<file path="config.mk">
export PLATFORM = sky130hd
export DESIGN_NAME = seg_addr_gen
export DESIGN_NICKNAME = d
export VERILOG_FILES = /design/src/rtl/seg_addr_pkg.sv /design/src/rtl/seg_addr_offset.sv /design/src/rtl/seg_addr_segsel.sv /design/src/rtl/seg_addr_phys.sv /design/src/rtl/seg_addr_gen.sv
export SDC_FILE = /design/constraint.sdc
export NUM_CORES = 1
export LEC_CHECK = 0
export BUFFER_PORTS_ARGS = -buffer_cell sky130_fd_sc_hd__clkbuf_2
export CORE_UTILIZATION = 52
export CTS_BUF_LIST = sky130_fd_sc_hd__clkbuf_4 sky130_fd_sc_hd__clkbuf_8
export CTS_CLUSTER_SIZE = 30
export DETAILED_ROUTE_END_ITERATION = 8
export PLACE_DENSITY = 0.91
export SLEW_MARGIN = 5
export SYNTH_ARGS = -nofsm -noshare
export SYNTH_HDL_FRONTEND = slang
export SYNTH_SLANG_ARGS = --single-unit
</file>
<file path="constraint.sdc">
create_clock -name clk -period 8.5 [get_ports clk]
set_input_delay 2.125 -clock clk [delete_from_list [all_inputs] [get_ports clk]]
set_output_delay 2.125 -clock clk [all_outputs]
set_load 0.1 [all_outputs]
</file>
<file path="src/rtl/seg_addr_pkg.sv">
package seg_addr_pkg;
   typedef enum logic [2:0] {
      AM_DIRECT        = 3'd0,
      AM_PTR           = 3'd1,
      AM_PTR_DISP      = 3'd2,
      AM_BASE_IDX      = 3'd3,
      AM_BASE_IDX_DISP = 3'd4
   } amode_e;

   typedef enum logic [1:0] {
      SEG_ES = 2'd0,
      SEG_CS = 2'd1,
      SEG_SS = 2'd2,
      SEG_DS = 2'd3
   } seg_e;

   localparam logic [1:0] PTR_BX = 2'd0;
   localparam logic [1:0] PTR_BP = 2'd1;
   localparam logic [1:0] PTR_SI = 2'd2;
   localparam logic [1:0] PTR_DI = 2'd3;
endpackage

</file>
<file path="src/rtl/seg_addr_offset.sv">
module seg_addr_offset
   import seg_addr_pkg::*;
#(
   parameter int OFF_W    = 16,
   parameter int SHORT_W  = 8,
   parameter bit SIGN_EXT = 1'b1
) (
   input  logic [2:0]       mode,
   input  logic [1:0]       ptr_sel,
   input  logic             base_sel,
   input  logic             idx_sel,
   input  logic [OFF_W-1:0] disp,
   input  logic             disp_wide,
   input  logic [OFF_W-1:0] reg_bx,
   input  logic [OFF_W-1:0] reg_bp,
   input  logic [OFF_W-1:0] reg_si,
   input  logic [OFF_W-1:0] reg_di,
   output logic [OFF_W-1:0] off,
   output logic             uses_bp
);
   localparam int PAD_W = OFF_W - SHORT_W;

   logic [OFF_W-1:0] short_ext;
   logic [OFF_W-1:0] disp_ext;
   logic [OFF_W-1:0] ptr_val;
   logic [OFF_W-1:0] base_val;
   logic [OFF_W-1:0] idx_val;
   logic [OFF_W-1:0] pair_sum;

   generate
      if (SIGN_EXT) begin : g_sext
         assign short_ext = {{PAD_W{disp[SHORT_W-1]}}, disp[SHORT_W-1:0]};
      end else begin : g_zext
         assign short_ext = {{PAD_W{1'b0}}, disp[SHORT_W-1:0]};
      end
   endgenerate

   assign disp_ext = disp_wide ? disp : short_ext;

   always_comb begin
      case (ptr_sel)
         PTR_BX:  ptr_val = reg_bx;
         PTR_BP:  ptr_val = reg_bp;
         PTR_SI:  ptr_val = reg_si;
         default: ptr_val = reg_di;
      endcase
   end

   assign base_val = base_sel ? reg_bp : reg_bx;
   assign idx_val  = idx_sel  ? reg_di : reg_si;
   assign pair_sum = base_val + idx_val;

   always_comb begin
      off     = disp;
      uses_bp = 1'b0;
      case (amode_e'(mode))
         AM_PTR: begin
            off     = ptr_val;
            uses_bp = (ptr_sel == PTR_BP);
         end
         AM_PTR_DISP: begin
            off     = ptr_val + disp_ext;
            uses_bp = (ptr_sel == PTR_BP);
         end
         AM_BASE_IDX: begin
            off     = pair_sum;
            uses_bp = base_sel;
         end
         AM_BASE_IDX_DISP: begin
            off     = pair_sum + disp_ext;
            uses_bp = base_sel;
         end
         default: begin
            off     = disp;
            uses_bp = 1'b0;
         end
      endcase
   end
endmodule

</file>
<file path="src/rtl/seg_addr_segsel.sv">
module seg_addr_segsel
   import seg_addr_pkg::*;
#(
   parameter int SEG_W  = 16,
   parameter int N_SEGS = 4
) (
   input  logic             uses_bp,
   input  logic             ovr_en,
   input  logic [1:0]       ovr_seg,
   input  logic [SEG_W-1:0] seg_es,
   input  logic [SEG_W-1:0] seg_cs,
   input  logic [SEG_W-1:0] seg_ss,
   input  logic [SEG_W-1:0] seg_ds,
   output logic [1:0]       seg_code,
   output logic [SEG_W-1:0] seg_val
);
   logic [SEG_W-1:0] seg_in  [N_SEGS];
   logic [SEG_W-1:0] seg_tab [N_SEGS];

   assign seg_in[SEG_ES] = seg_es;
   assign seg_in[SEG_CS] = seg_cs;
   assign seg_in[SEG_SS] = seg_ss;
   assign seg_in[SEG_DS] = seg_ds;

   genvar gi;
   generate
      for (gi = 0; gi < N_SEGS; gi++) begin : g_tab
         assign seg_tab[gi] = seg_in[gi];
      end
   endgenerate

   always_comb begin
      if (ovr_en)       seg_code = ovr_seg;
      else if (uses_bp) seg_code = SEG_SS;
      else              seg_code = SEG_DS;
   end

   assign seg_val = seg_tab[seg_code];
endmodule

</file>
<file path="src/rtl/seg_addr_phys.sv">
module seg_addr_phys #(
   parameter int OFF_W     = 16,
   parameter int SEG_SHIFT = 4,
   localparam int PA_W     = OFF_W + SEG_SHIFT
) (
   input  logic [OFF_W-1:0] seg_val,
   input  logic [OFF_W-1:0] off,
   output logic [PA_W-1:0]  pa
);
   generate
      if (SEG_SHIFT > 0) begin : g_shift
         assign pa = {seg_val, {SEG_SHIFT{1'b0}}} + {{SEG_SHIFT{1'b0}}, off};
      end else begin : g_flat
         assign pa = seg_val + off;
      end
   endgenerate
endmodule

</file>
<file path="src/rtl/seg_addr_gen.sv">
module seg_addr_gen
   import seg_addr_pkg::*;
#(
   parameter int OFF_W     = 16,
   parameter int SHORT_W   = 8,
   parameter int SEG_SHIFT = 4,
   parameter bit SIGN_EXT  = 1'b1,
   localparam int PA_W     = OFF_W + SEG_SHIFT
) (
   input  logic             clk,
   input  logic             rst,
   input  logic             in_valid,
   input  logic [2:0]       mode,
   input  logic [1:0]       ptr_sel,
   input  logic             base_sel,
   input  logic             idx_sel,
   input  logic [OFF_W-1:0] disp,
   input  logic             disp_wide,
   input  logic             ovr_en,
   input  logic [1:0]       ovr_seg,
   input  logic [OFF_W-1:0] reg_bx,
   input  logic [OFF_W-1:0] reg_bp,
   input  logic [OFF_W-1:0] reg_si,
   input  logic [OFF_W-1:0] reg_di,
   input  logic [OFF_W-1:0] seg_es,
   input  logic [OFF_W-1:0] seg_cs,
   input  logic [OFF_W-1:0] seg_ss,
   input  logic [OFF_W-1:0] seg_ds,
   output logic             out_valid,
   output logic [OFF_W-1:0] eff_off,
   output logic [1:0]       seg_id,
   output logic [PA_W-1:0]  phys_addr
);
   generate
      if (SHORT_W < 1 || SHORT_W >= OFF_W) begin : g_bad_short
         $error("SHORT_W must lie between 1 and OFF_W-1");
      end
      if (SEG_SHIFT < 0 || SEG_SHIFT > OFF_W) begin : g_bad_shift
         $error("SEG_SHIFT out of range");
      end
   endgenerate

   logic [OFF_W-1:0] off_c;
   logic             uses_bp_c;
   logic [1:0]       seg_code_c;
   logic [OFF_W-1:0] seg_val_c;
   logic [PA_W-1:0]  pa_c;

   seg_addr_offset #(
      .OFF_W    (OFF_W),
      .SHORT_W  (SHORT_W),
      .SIGN_EXT (SIGN_EXT)
   ) u_offset (
      .mode      (mode),
      .ptr_sel   (ptr_sel),
      .base_sel  (base_sel),
      .idx_sel   (idx_sel),
      .disp      (disp),
      .disp_wide (disp_wide),
      .reg_bx    (reg_bx),
      .reg_bp    (reg_bp),
      .reg_si    (reg_si),
      .reg_di    (reg_di),
      .off       (off_c),
      .uses_bp   (uses_bp_c)
   );

   seg_addr_segsel #(
      .SEG_W  (OFF_W),
      .N_SEGS (4)
   ) u_segsel (
      .uses_bp  (uses_bp_c),
      .ovr_en   (ovr_en),
      .ovr_seg  (ovr_seg),
      .seg_es   (seg_es),
      .seg_cs   (seg_cs),
      .seg_ss   (seg_ss),
      .seg_ds   (seg_ds),
      .seg_code (seg_code_c),
      .seg_val  (seg_val_c)
   );

   seg_addr_phys #(
      .OFF_W     (OFF_W),
      .SEG_SHIFT (SEG_SHIFT)
   ) u_phys (
      .seg_val (seg_val_c),
      .off     (off_c),
      .pa      (pa_c)
   );

   always_ff @(posedge clk) begin
      if (rst) begin
         out_valid <= 1'b0;
         eff_off   <= '0;
         seg_id    <= 2'd0;
         phys_addr <= '0;
      end else begin
         out_valid <= in_valid;
         if (in_valid) begin
            eff_off   <= off_c;
            seg_id    <= seg_code_c;
            phys_addr <= pa_c;
         end
      end
   end
endmodule

</file>
==> flow_summary.ini, run 1 <==
[yosys]
synth_seq_cells = 35
synth_xor_area_frac = 0.0524
synth_top_family_by_area = multiplexers
synth_mux_area_frac = 0.247
synth-compound-area-share = 0.233
synthAdderAreaFrac = 0.110
synth_cell_type_count = 67
yosys.area_share.simple = 0.170
synthArstFlopShare = 0
ys_seq_area_frac = 0.131
synth_top_cells_by_count = 76 x nand2_1, 58 x nor2_1, 42 x ha_1, 36 x o21ai_0, 35 x dfxtp_1
synth_edf_count = 0
syn_avg_cell_area_um2 = 8.22
yosysWarnings = 0
yosysTopAreaCell = dfxtp_1
syn_inst = 650
netlist.area_leader.share = 0.131
synth-main-ff-cell = dfxtp_1
synth_area_um2 = 5340
synth.area.top_cells = dfxtp_1 13%, mux4_2 12%, ha_1 9.8%
synth.most_common_cell = nand2_1
synth_nets = 853

[sta]
setup_ws_ns = 0.576
finalSetupTns_ns = 0
fmax_mhz = 126
holdWs_ns = 0.490
drv_slew = 0
worst_slew_pin_slew_ns = 0.748
fin_crit_ns = 7.92
skew_ns = 0
fin_crit_sh = 0.932
rsz0062_at_grt = no
setup_viol = 0
finalHoldViolCount = 0
slew-limit-headroom = 0.502

[power]
peakVddDrop_v = 0.000109
p_leak_nw = 3.09
power.density_nw_per_um2 = 167

[layout]
antenna_cells = 0
fin_nets = 1022
final_cell_area_um2 = 6440
synthToLayoutAreaGrowth_pct = 20.5
utilization = 0.653
drive_above_1_share = 0.339

[cts]
cts_tree = done
cts_max_level = 2
cts_setup_buffers = 0
cts_resized = 0
root_buffer = clkbuf_8
clk_latency_ns = 0.29
cts.sinks = 35
clk_pin_slew_ns = 0.07
cts_buffers = 5
ctsHoldBuffers = 0
cts_buffer_depth = 2

[critical_path]
setup.worst_path.end_class = register
crit_slowest_cell = o31ai_1
required_ns = 8.70
crit_buf_inv = 3
critPathLaunchType = primary input
cp_top_family = compound AO/OA/AOI/OAI gates
cp_max_fo = 18
cpPeakStageDelay_ns = 0.49
worstPathArrival_ns = 8.12
crit_type = in2reg
cp_common_cell = ha_1

[route]
antenna_left = 0
drc = 0
firstDrtPassIters = 7
routedWlPerCell_um = 17.4
viasPerCell = 6.12
wirelength_um = 16500
vias = 5830
drt_iter0_drc = 517

[global_route]
grt_first_pass_wirelength_um = 25900
grt_max_degree = 53
overflow = 0
antenna_found_initial = 0
grt_pass1_vias = 5470
grtUsageTotal = 0.314

[placed_design]
dpl.hpwl_um = 13400
placed_area_um2 = 6350
gp_congestion = 0.977
post-place-ws_ns = 0.454
port_buffers = 196

[floorplanning]
core_um2 = 9860
dieArea_um2 = 10700
initial_core_util = 0.542
die_x_um = 103
die_h_um = 103
num_rows = 36
ios = 197

[worst_hold_path]
hold_path.class = reg2reg

[run_status]
status = finished clean

[job]
drv_cap = 0
## cell families after synthesis
| group | Yosys count |
|---|---|
| buf+inv | 69 |
| simple gates | 200 |
| fa+ha+maj | 45 |
| flops | 35 |
| mux | 87 |
| xor+xnor | 32 |
| compound gates | 182 |
## through the flow
step           power (mW)  cells
5_1_grt              1.15    953
6_report             1.08    953
4_1_cts              1.07    953
3_5_place_dp        0.944    945
2_1_floorplan       0.787    650
3_3_place_gp        0.928    945
## cells in the final DEF (no fill, tap or decap), types with 4 or more instances in the layout
| cell type | instances |
|---|---|
| clkbuf_2 | 196 |
| buf_4 | 7 |
| o31a_1 | 5 |
| mux4_2 | 28 |
| a21oi_1 | 34 |
| o21ai_0 | 36 |
| mux4_1 | 4 |
| nand2b_1 | 8 |
| nor2_1 | 58 |
| nand3_1 | 7 |
| mux2i_1 | 26 |
| o21a_1 | 13 |
| nor3_1 | 12 |
| o211ai_1 | 6 |
| a211oi_1 | 17 |
| a22oi_1 | 4 |
| o21bai_1 | 7 |
| nand2_1 | 76 |
| mux2_2 | 29 |
| xnor2_1 | 17 |
| clkbuf_8 | 5 |
| or3_1 | 7 |
| a31oi_1 | 7 |
| dfxtp_1 | 35 |
| a21o_1 | 8 |
| inv_1 | 28 |
| nor2b_1 | 9 |
| xor2_1 | 15 |
| ha_1 | 42 |
| and3_1 | 9 |
| o22ai_1 | 7 |
## layout make-up
class,instances,area [µm²]
Clock buffer,6,76.3
Clock inverter,2,12.5
Fill cell,873,3420
Inverter,28,105
Multi-Input combinational cell,546,4350
Sequential cell,35,701
Tap cell,133,166
Timing Repair Buffer,203,1030
## tightest hold or removal path: stages (launching register included)
cell      delay, ns
dfxtp_1        0.31
nor2_1         0.08
a211oi_1       0.05
## flip-flops by register name, indices dropped and copies added (netlist names)
signal     count
eff_off       16
out_valid      1
phys_addr     16
seg_id         2
## report_power, final
group          total (mW)  internal [mW]  leakage, nW  switching (mW)
clock network       0.122         0.0604       0.0446          0.0621
registers           0.203          0.189        0.290          0.0141
logic               0.753          0.257         2.75           0.496
total                1.08          0.507         3.09           0.572
## worst paths after layout
path                                            startpoint                         end  slack [ns]  cells after the start
worst max-delay path                              base_sel  phys_addr[19]$_SDFFE_PP0P_        0.58                     26
worst min-delay path            phys_addr[19]$_SDFFE_PP0P_  phys_addr[19]$_SDFFE_PP0P_        0.49                      2
worst max register to register  phys_addr[13]$_SDFFE_PP0P_  phys_addr[13]$_SDFFE_PP0P_        7.73                      2
worst min register to register  phys_addr[19]$_SDFFE_PP0P_  phys_addr[19]$_SDFFE_PP0P_        0.49                      2
## metal layers
metal,vias up,wire [µm],GRT usage
li1,2770,-,-
met1,2665,6600,0.390
met2,334,7920,0.518
met3,61,1330,0.0618
met4,0,682,0.157
met5,-,0,0
Note: power is estimated with default switching activity, not from simulation.
==> inputs of run 2 (changes only) <==
- ABC_AREA: default -> 1
- PLACE_DENSITY: 0.91 -> 0.9
==> run 2 against run 1 <==
  * Worst setup slack gained 0.78 ns
  * Routed wire length grew 0.57%
  * Critical path type unchanged
  * Register-to-register slack lost 0.07 ns
  * Combinational power shrank 8.8%
  * Synthesized cell count grew 41%
  * Sequential share of layout area is essentially flat
  * Non-clock buffer count shrank 4
  * Global-route usage shrank 0.69 points
==> flow_summary.ini, run 2 <==
[worst_hold_path]
hold_path.class = reg2reg

[yosys]
yosysWarnings = 0
synth_seq_cells = 35
synth_area_um2 = 5370
synth_edf_count = 0
synth_cell_type_count = 47
syn_avg_cell_area_um2 = 5.88
synth_top_cells_by_count = 197 x nand2_1, 125 x o21ai_0, 101 x nor2_1, 95 x inv_1, 68 x nand3_1
ys_seq_area_frac = 0.130
synthArstFlopShare = 0
synth_nets = 1117
synth.most_common_cell = nand2_1
syn_inst = 914
yosysTopAreaCell = nand2_1
netlist.area_leader.share = 0.138
synth.area.top_cells = nand2_1 14%, dfxtp_1 13%, o21ai_0 12%
synth-main-ff-cell = dfxtp_1

[power]
p_leak_nw = 3.48
power.density_nw_per_um2 = 160
peakVddDrop_v = 0.000103
totalPowerFinal_mw = 1.04

[sta]
fin_crit_ns = 7.14
drv_slew = 0
setup_viol = 0
holdWs_ns = 0.485
worst_slew_pin_slew_ns = 0.782
finalSetupTns_ns = 0
fmax_mhz = 140
skew_ns = 0
fin_crit_sh = 0.840
rsz0062_at_grt = no
finalHoldViolCount = 0
slew-limit-headroom = 0.478

[cts]
ctsHoldBuffers = 0
root_buffer = clkbuf_8
clk_latency_ns = 0.30
cts.sinks = 35
cts_resized = 0
clk_pin_slew_ns = 0.08
cts_tree = done
cts_setup_buffers = 0
cts_buffer_depth = 2
cts_buffers = 5
cts_max_level = 2

[critical_path]
critPathLaunchType = primary input
required_ns = 8.69
crit_slowest_cell = mux2_2
crit_type = in2reg
cpPeakStageDelay_ns = 0.39
worstPathArrival_ns = 7.33
setup.worst_path.end_class = register
cp_max_fo = 19
cp_common_cell = nand2_1

[placed_design]
dpl.hpwl_um = 13600
gp_congestion = 0.999
port_buffers = 196

[layout]
fin_nets = 1283
utilization = 0.653
largestRegisters = eff_off: 16 flops, phys_addr: 16 flops, seg_id: 2 flops
layout_common_cells = 197 x nand2_1, 196 x clkbuf_2, 125 x o21ai_0, 101 x nor2_1, 95 x inv_1
regArea_um2 = 701
fillers = 970
drive_above_1_share = 0.232
synthToLayoutAreaGrowth_pct = 20.4
multiInputGateArea_um2 = 4100
antenna_cells = 0
final_common_cell = nand2_1

[floorplanning]
core_um2 = 9910
ios = 197
die_h_um = 104
die_x_um = 104
dieArea_um2 = 10700
initial_core_util = 0.542
num_rows = 36

[global_route]
grt_max_degree = 51
grt_pass1_vias = 6044
grt_first_pass_wirelength_um = 27800
antenna_found_initial = 0
grtUsageTotal = 0.307
overflow = 0

[route]
drc = 0
routedWlPerCell_um = 13.7
viasPerCell = 5.59
wirelength_met1_um = 7440
drt_iter0_drc = 496
wirelength_um = 16600
wl_met3_um = 1170
antenna_left = 0
topRoutingLayerUsed = met4
wl_met2_um = 7710
firstDrtPassIters = 5
vias = 6787

[run_status]
status = finished clean

[job]
drv_cap = 0
[run 2: cell families (layout without fill, tap and decap cells)]
family          count (synthesis)  count (layout)  share of synthesized area
compound gates                244             244                      0.249
xor+xnor                       20              20                     0.0326
fa+ha+maj                      45              45                      0.109
buf+inv                       142             309                      0.107
flops                          35              35                      0.130
mux                            21              21                     0.0438
simple gates                  407             407                      0.328
[run 2: critical path, delay by kind of cell]
| kind | cells | cell delay [ns] |
|---|---|---|
| AO/OA/AOI/OAI | 9 | 1.61 |
| XOR/XNOR | 2 | 0.30 |
| adder cells (fa/ha/maj) | 3 | 1.03 |
| buffers and inverters | 3 | 0.49 |
| multiplexers | 1 | 0.39 |
| AND/OR/NAND/NOR | 12 | 1.35 |
[run 2: path summary, 6_finish.rpt]
kind	from	endpoint	slack [ns]	depth (start not counted)
max	base_sel	phys_addr[17]$_SDFFE_PP0P_	1.36	30
min	eff_off[2]$_SDFFE_PP0P_	eff_off[2]$_SDFFE_PP0P_	0.49	2
max reg2reg	eff_off[11]$_SDFFE_PP0P_	eff_off[11]$_SDFFE_PP0P_	7.66	4
min reg2reg	eff_off[2]$_SDFFE_PP0P_	eff_off[2]$_SDFFE_PP0P_	0.49	2
[run 2: power by group]
group / internal [mW] / switching (mW)
Combinational: 0.209 / 0.479
Clock: 0.0874 / 0.0664
Sequential: 0.184 / 0.0113
Total: 0.480 / 0.556
[run 2: layer usage]
metal  GRT usage  vias up
li1            -     3405
met5           0        -
met4      0.0621        0
met3      0.0403       29
met1       0.414     3079
met2       0.521      274
[run 2: through the flow]
step | setup slack (ns) | cell area, µm² | cells
2_1_floorplan | 1.65 | 5370 | 914
3_3_place_gp | 1.17 | 6350 | 1206
3_5_place_dp | 1.17 | 6350 | 1206
4_1_cts | 1.46 | 6470 | 1214
5_1_grt | 0.937 | 6470 | 1214
6_report | 1.36 | 6470 | 1214
[run 2: cell type report]
type | instances | share of cell area
sequential | 35 | 0.108
clock inverter | 3 | 0.00677
tap | 133 | 0.0257
multi-input combinational | 737 | 0.634
clock buffer | 5 | 0.0106
timing repair buffer | 199 | 0.155
inverter | 102 | 0.0596
==> inputs of run 3 (changes only) <==
- ABC_AREA: 1 -> 0
- CORE_UTILIZATION: 52 -> 47
- PLACE_DENSITY: 0.9 -> 0.87
- clock period: 8.5 -> 6.5 ns (I/O delays scaled with it)
==> run 3 against run 2 <==
  * Sequential cell count stayed put
  * Critical path type unchanged
  * The run now ends with negative setup slack left
  * Sequential share of layout area is 1.7 points lower
  * Worst setup slack worse by 1.6 ns
==> flow_summary.ini, run 3 (synthesis gave the netlist of run 1 again) <==
[run_status]
status = complete, but fails checks
violations = negative setup slack

[cts]
ctsHoldBuffers = 0
cts_buffers = 5
clk_latency_ns = 0.29
cts_max_level = 2
root_buffer = clkbuf_8
cts_buffer_depth = 2
cts.sinks = 35
cts_tree = done
clk_pin_slew_ns = 0.08

[floorplanning]
core_um2 = 10900
die_h_um = 109
initial_core_util = 0.489
ios = 197
die_x_um = 109
dieArea_um2 = 11800
num_rows = 38

[sta]
setup_viol = 8
drv_slew = 0
fmax_mhz = 148
slew-limit-headroom = 0.417
skew_ns = 0
setup_ws_ns = -0.238
fin_crit_ns = 6.74
finalHoldViolCount = 0
worst_slew_pin_slew_ns = 0.874
finalSetupTns_ns = -1.09
fin_crit_sh = 1.04
rsz0062_at_grt = yes

[placed_design]
gp_congestion = 0.946
placed_area_um2 = 7100
placed_cells = 1035
post-place-ws_ns = -0.560
dpl.hpwl_um = 15000
port_buffers = 196

[layout]
antenna_cells = 0
synthToLayoutAreaGrowth_pct = 43.8
largestRegisters = eff_off: 16 flops, phys_addr: 16 flops, seg_id: 2 flops
utilization = 0.703
finalNonFillerCells = 1057
layout_common_cells = 194 x clkbuf_2, 102 x buf_4, 71 x nand2_1, 52 x nor2_1, 35 x dfxtp_1
final_common_cell = clkbuf_2
drive_above_1_share = 0.481
fin_nets = 1119
final_cell_area_um2 = 7680

[critical_path]
reg2reg_from = eff_off[0]$_SDFFE_PP0P_
worstPathArrival_ns = 6.89
r2r_setup_slack_ns = 5.71
setup.worst_path.end_class = register
r2r.worst_path.cells = 2
crit_path_start = base_sel
cpPeakStageDelay_ns = 0.36
crit_slowest_cell = or3_1
critPathLaunchType = primary input
critPathCapture = phys_addr[17]$_SDFFE_PP0P_
crit_type = in2reg
cp.depth = 29
cp_top_family = compound AO/OA/AOI/OAI gates
crit_buf_inv = 3
regToRegEndpoint = eff_off[0]$_SDFFE_PP0P_
cp_max_fo = 7
required_ns = 6.66

[job]
drv_cap = 0

[power]
seq_power_share = 0.147
pwr-share-comb = 0.749
p_leak_nw = 3.67
power.density_nw_per_um2 = 235
peakVddDrop_v = 0.000185
internal_power_mw = 0.898
p_sw_frac = 0.502
pwr-share-clk = 0.104
p_switching_mw = 0.906

[global_route]
grt_max_degree = 38
grtUsageTotal = 0.317
grt_pass1_vias = 6191
grt_first_pass_wirelength_um = 29600
overflow = 0
antenna_found_initial = 0

[route]
vias = 6828
viasPerCell = 6.46
drc = 0
antenna_left = 0
firstDrtPassIters = 5
drt_iter0_drc = 650
routedWlPerCell_um = 20.3
wirelength_um = 21500

[worst_hold_path]
hold_path.class = reg2reg
worstHoldStart = eff_off[14]$_SDFFE_PP0P_
## run 3: changes by cell type in the layout (fill, tap and decap cells not counted), sizes merged, moves of 31 or more
cell	delta
nor2	-45
nand2	-130
a21oi	-31
o21ai	-93
buf	+103
mux4	+32
nand3	-64
inv	-74
## run 3: power by group through the flow
stage,Sequential (mW),Combinational (mW),Clock (mW)
after global placement,0.267,1.11,0
after global routing,0.269,1.42,0.191
after CTS,0.265,1.16,0.183
after detailed placement,0.269,1.14,0
after floorplan,0.498,0.561,0
final,0.266,1.35,0.187
## run 3: layout make-up
| class | count | area (µm²) |
|---|---|---|
| fill | 768 | 3250 |
| clock buffer | 8 | 104 |
| multi-input combinational | 546 | 4800 |
| timing repair buffer | 300 | 1790 |
| tap | 140 | 175 |
| sequential | 35 | 701 |
| inverter | 28 | 105 |
## run 3: per-layer routing
metal	share of wire	global-route usage	vias up
li1	-	-	2971
met3	0.10	0.0466	155
met2	0.48	0.539	512
met5	0	0	-
met4	0.071	0.147	0
met1	0.35	0.394	3190
## run 3: stage by stage
| stage | hold slack, ns | total power [mW] |
|---|---|---|
| floorplan | 0.921 | 1.06 |
| global placement | 0.469 | 1.37 |
| detailed placement | 0.478 | 1.40 |
| CTS | 0.488 | 1.61 |
| global route | 0.516 | 1.88 |
| finish | 0.491 | 1.80 |
## run 3: how the worst min path moves through the flow
stage	end	slack, ns	cells after the start
detailed placement	eff_off[8]$_SDFFE_PP0P_	0.48	2
finish	eff_off[14]$_SDFFE_PP0P_	0.49	2
CTS	eff_off[8]$_SDFFE_PP0P_	0.49	2
global placement	phys_addr[12]$_SDFFE_PP0P_	0.47	2
floorplan	eff_off[11]$_SDFFE_PP0P_	0.92	2
global route	seg_id[1]$_SDFFE_PP0P_	0.52	2
## run 3: tightest hold or removal path, delay by kind of cell, from the launching register on
family	cells	cell delay, ns
and+or+nand+nor	1	0.08
DFF	1	0.31
AOI/OAI and AO/OA	1	0.05
## run 3: timing repair
item / CTS / global route
cloned: 0 / 0
gates resized for setup: 14 / 69
setup endpoints to repair: 8 / 10
setup buffers: 2 / 12
pin swaps: 8 / 42
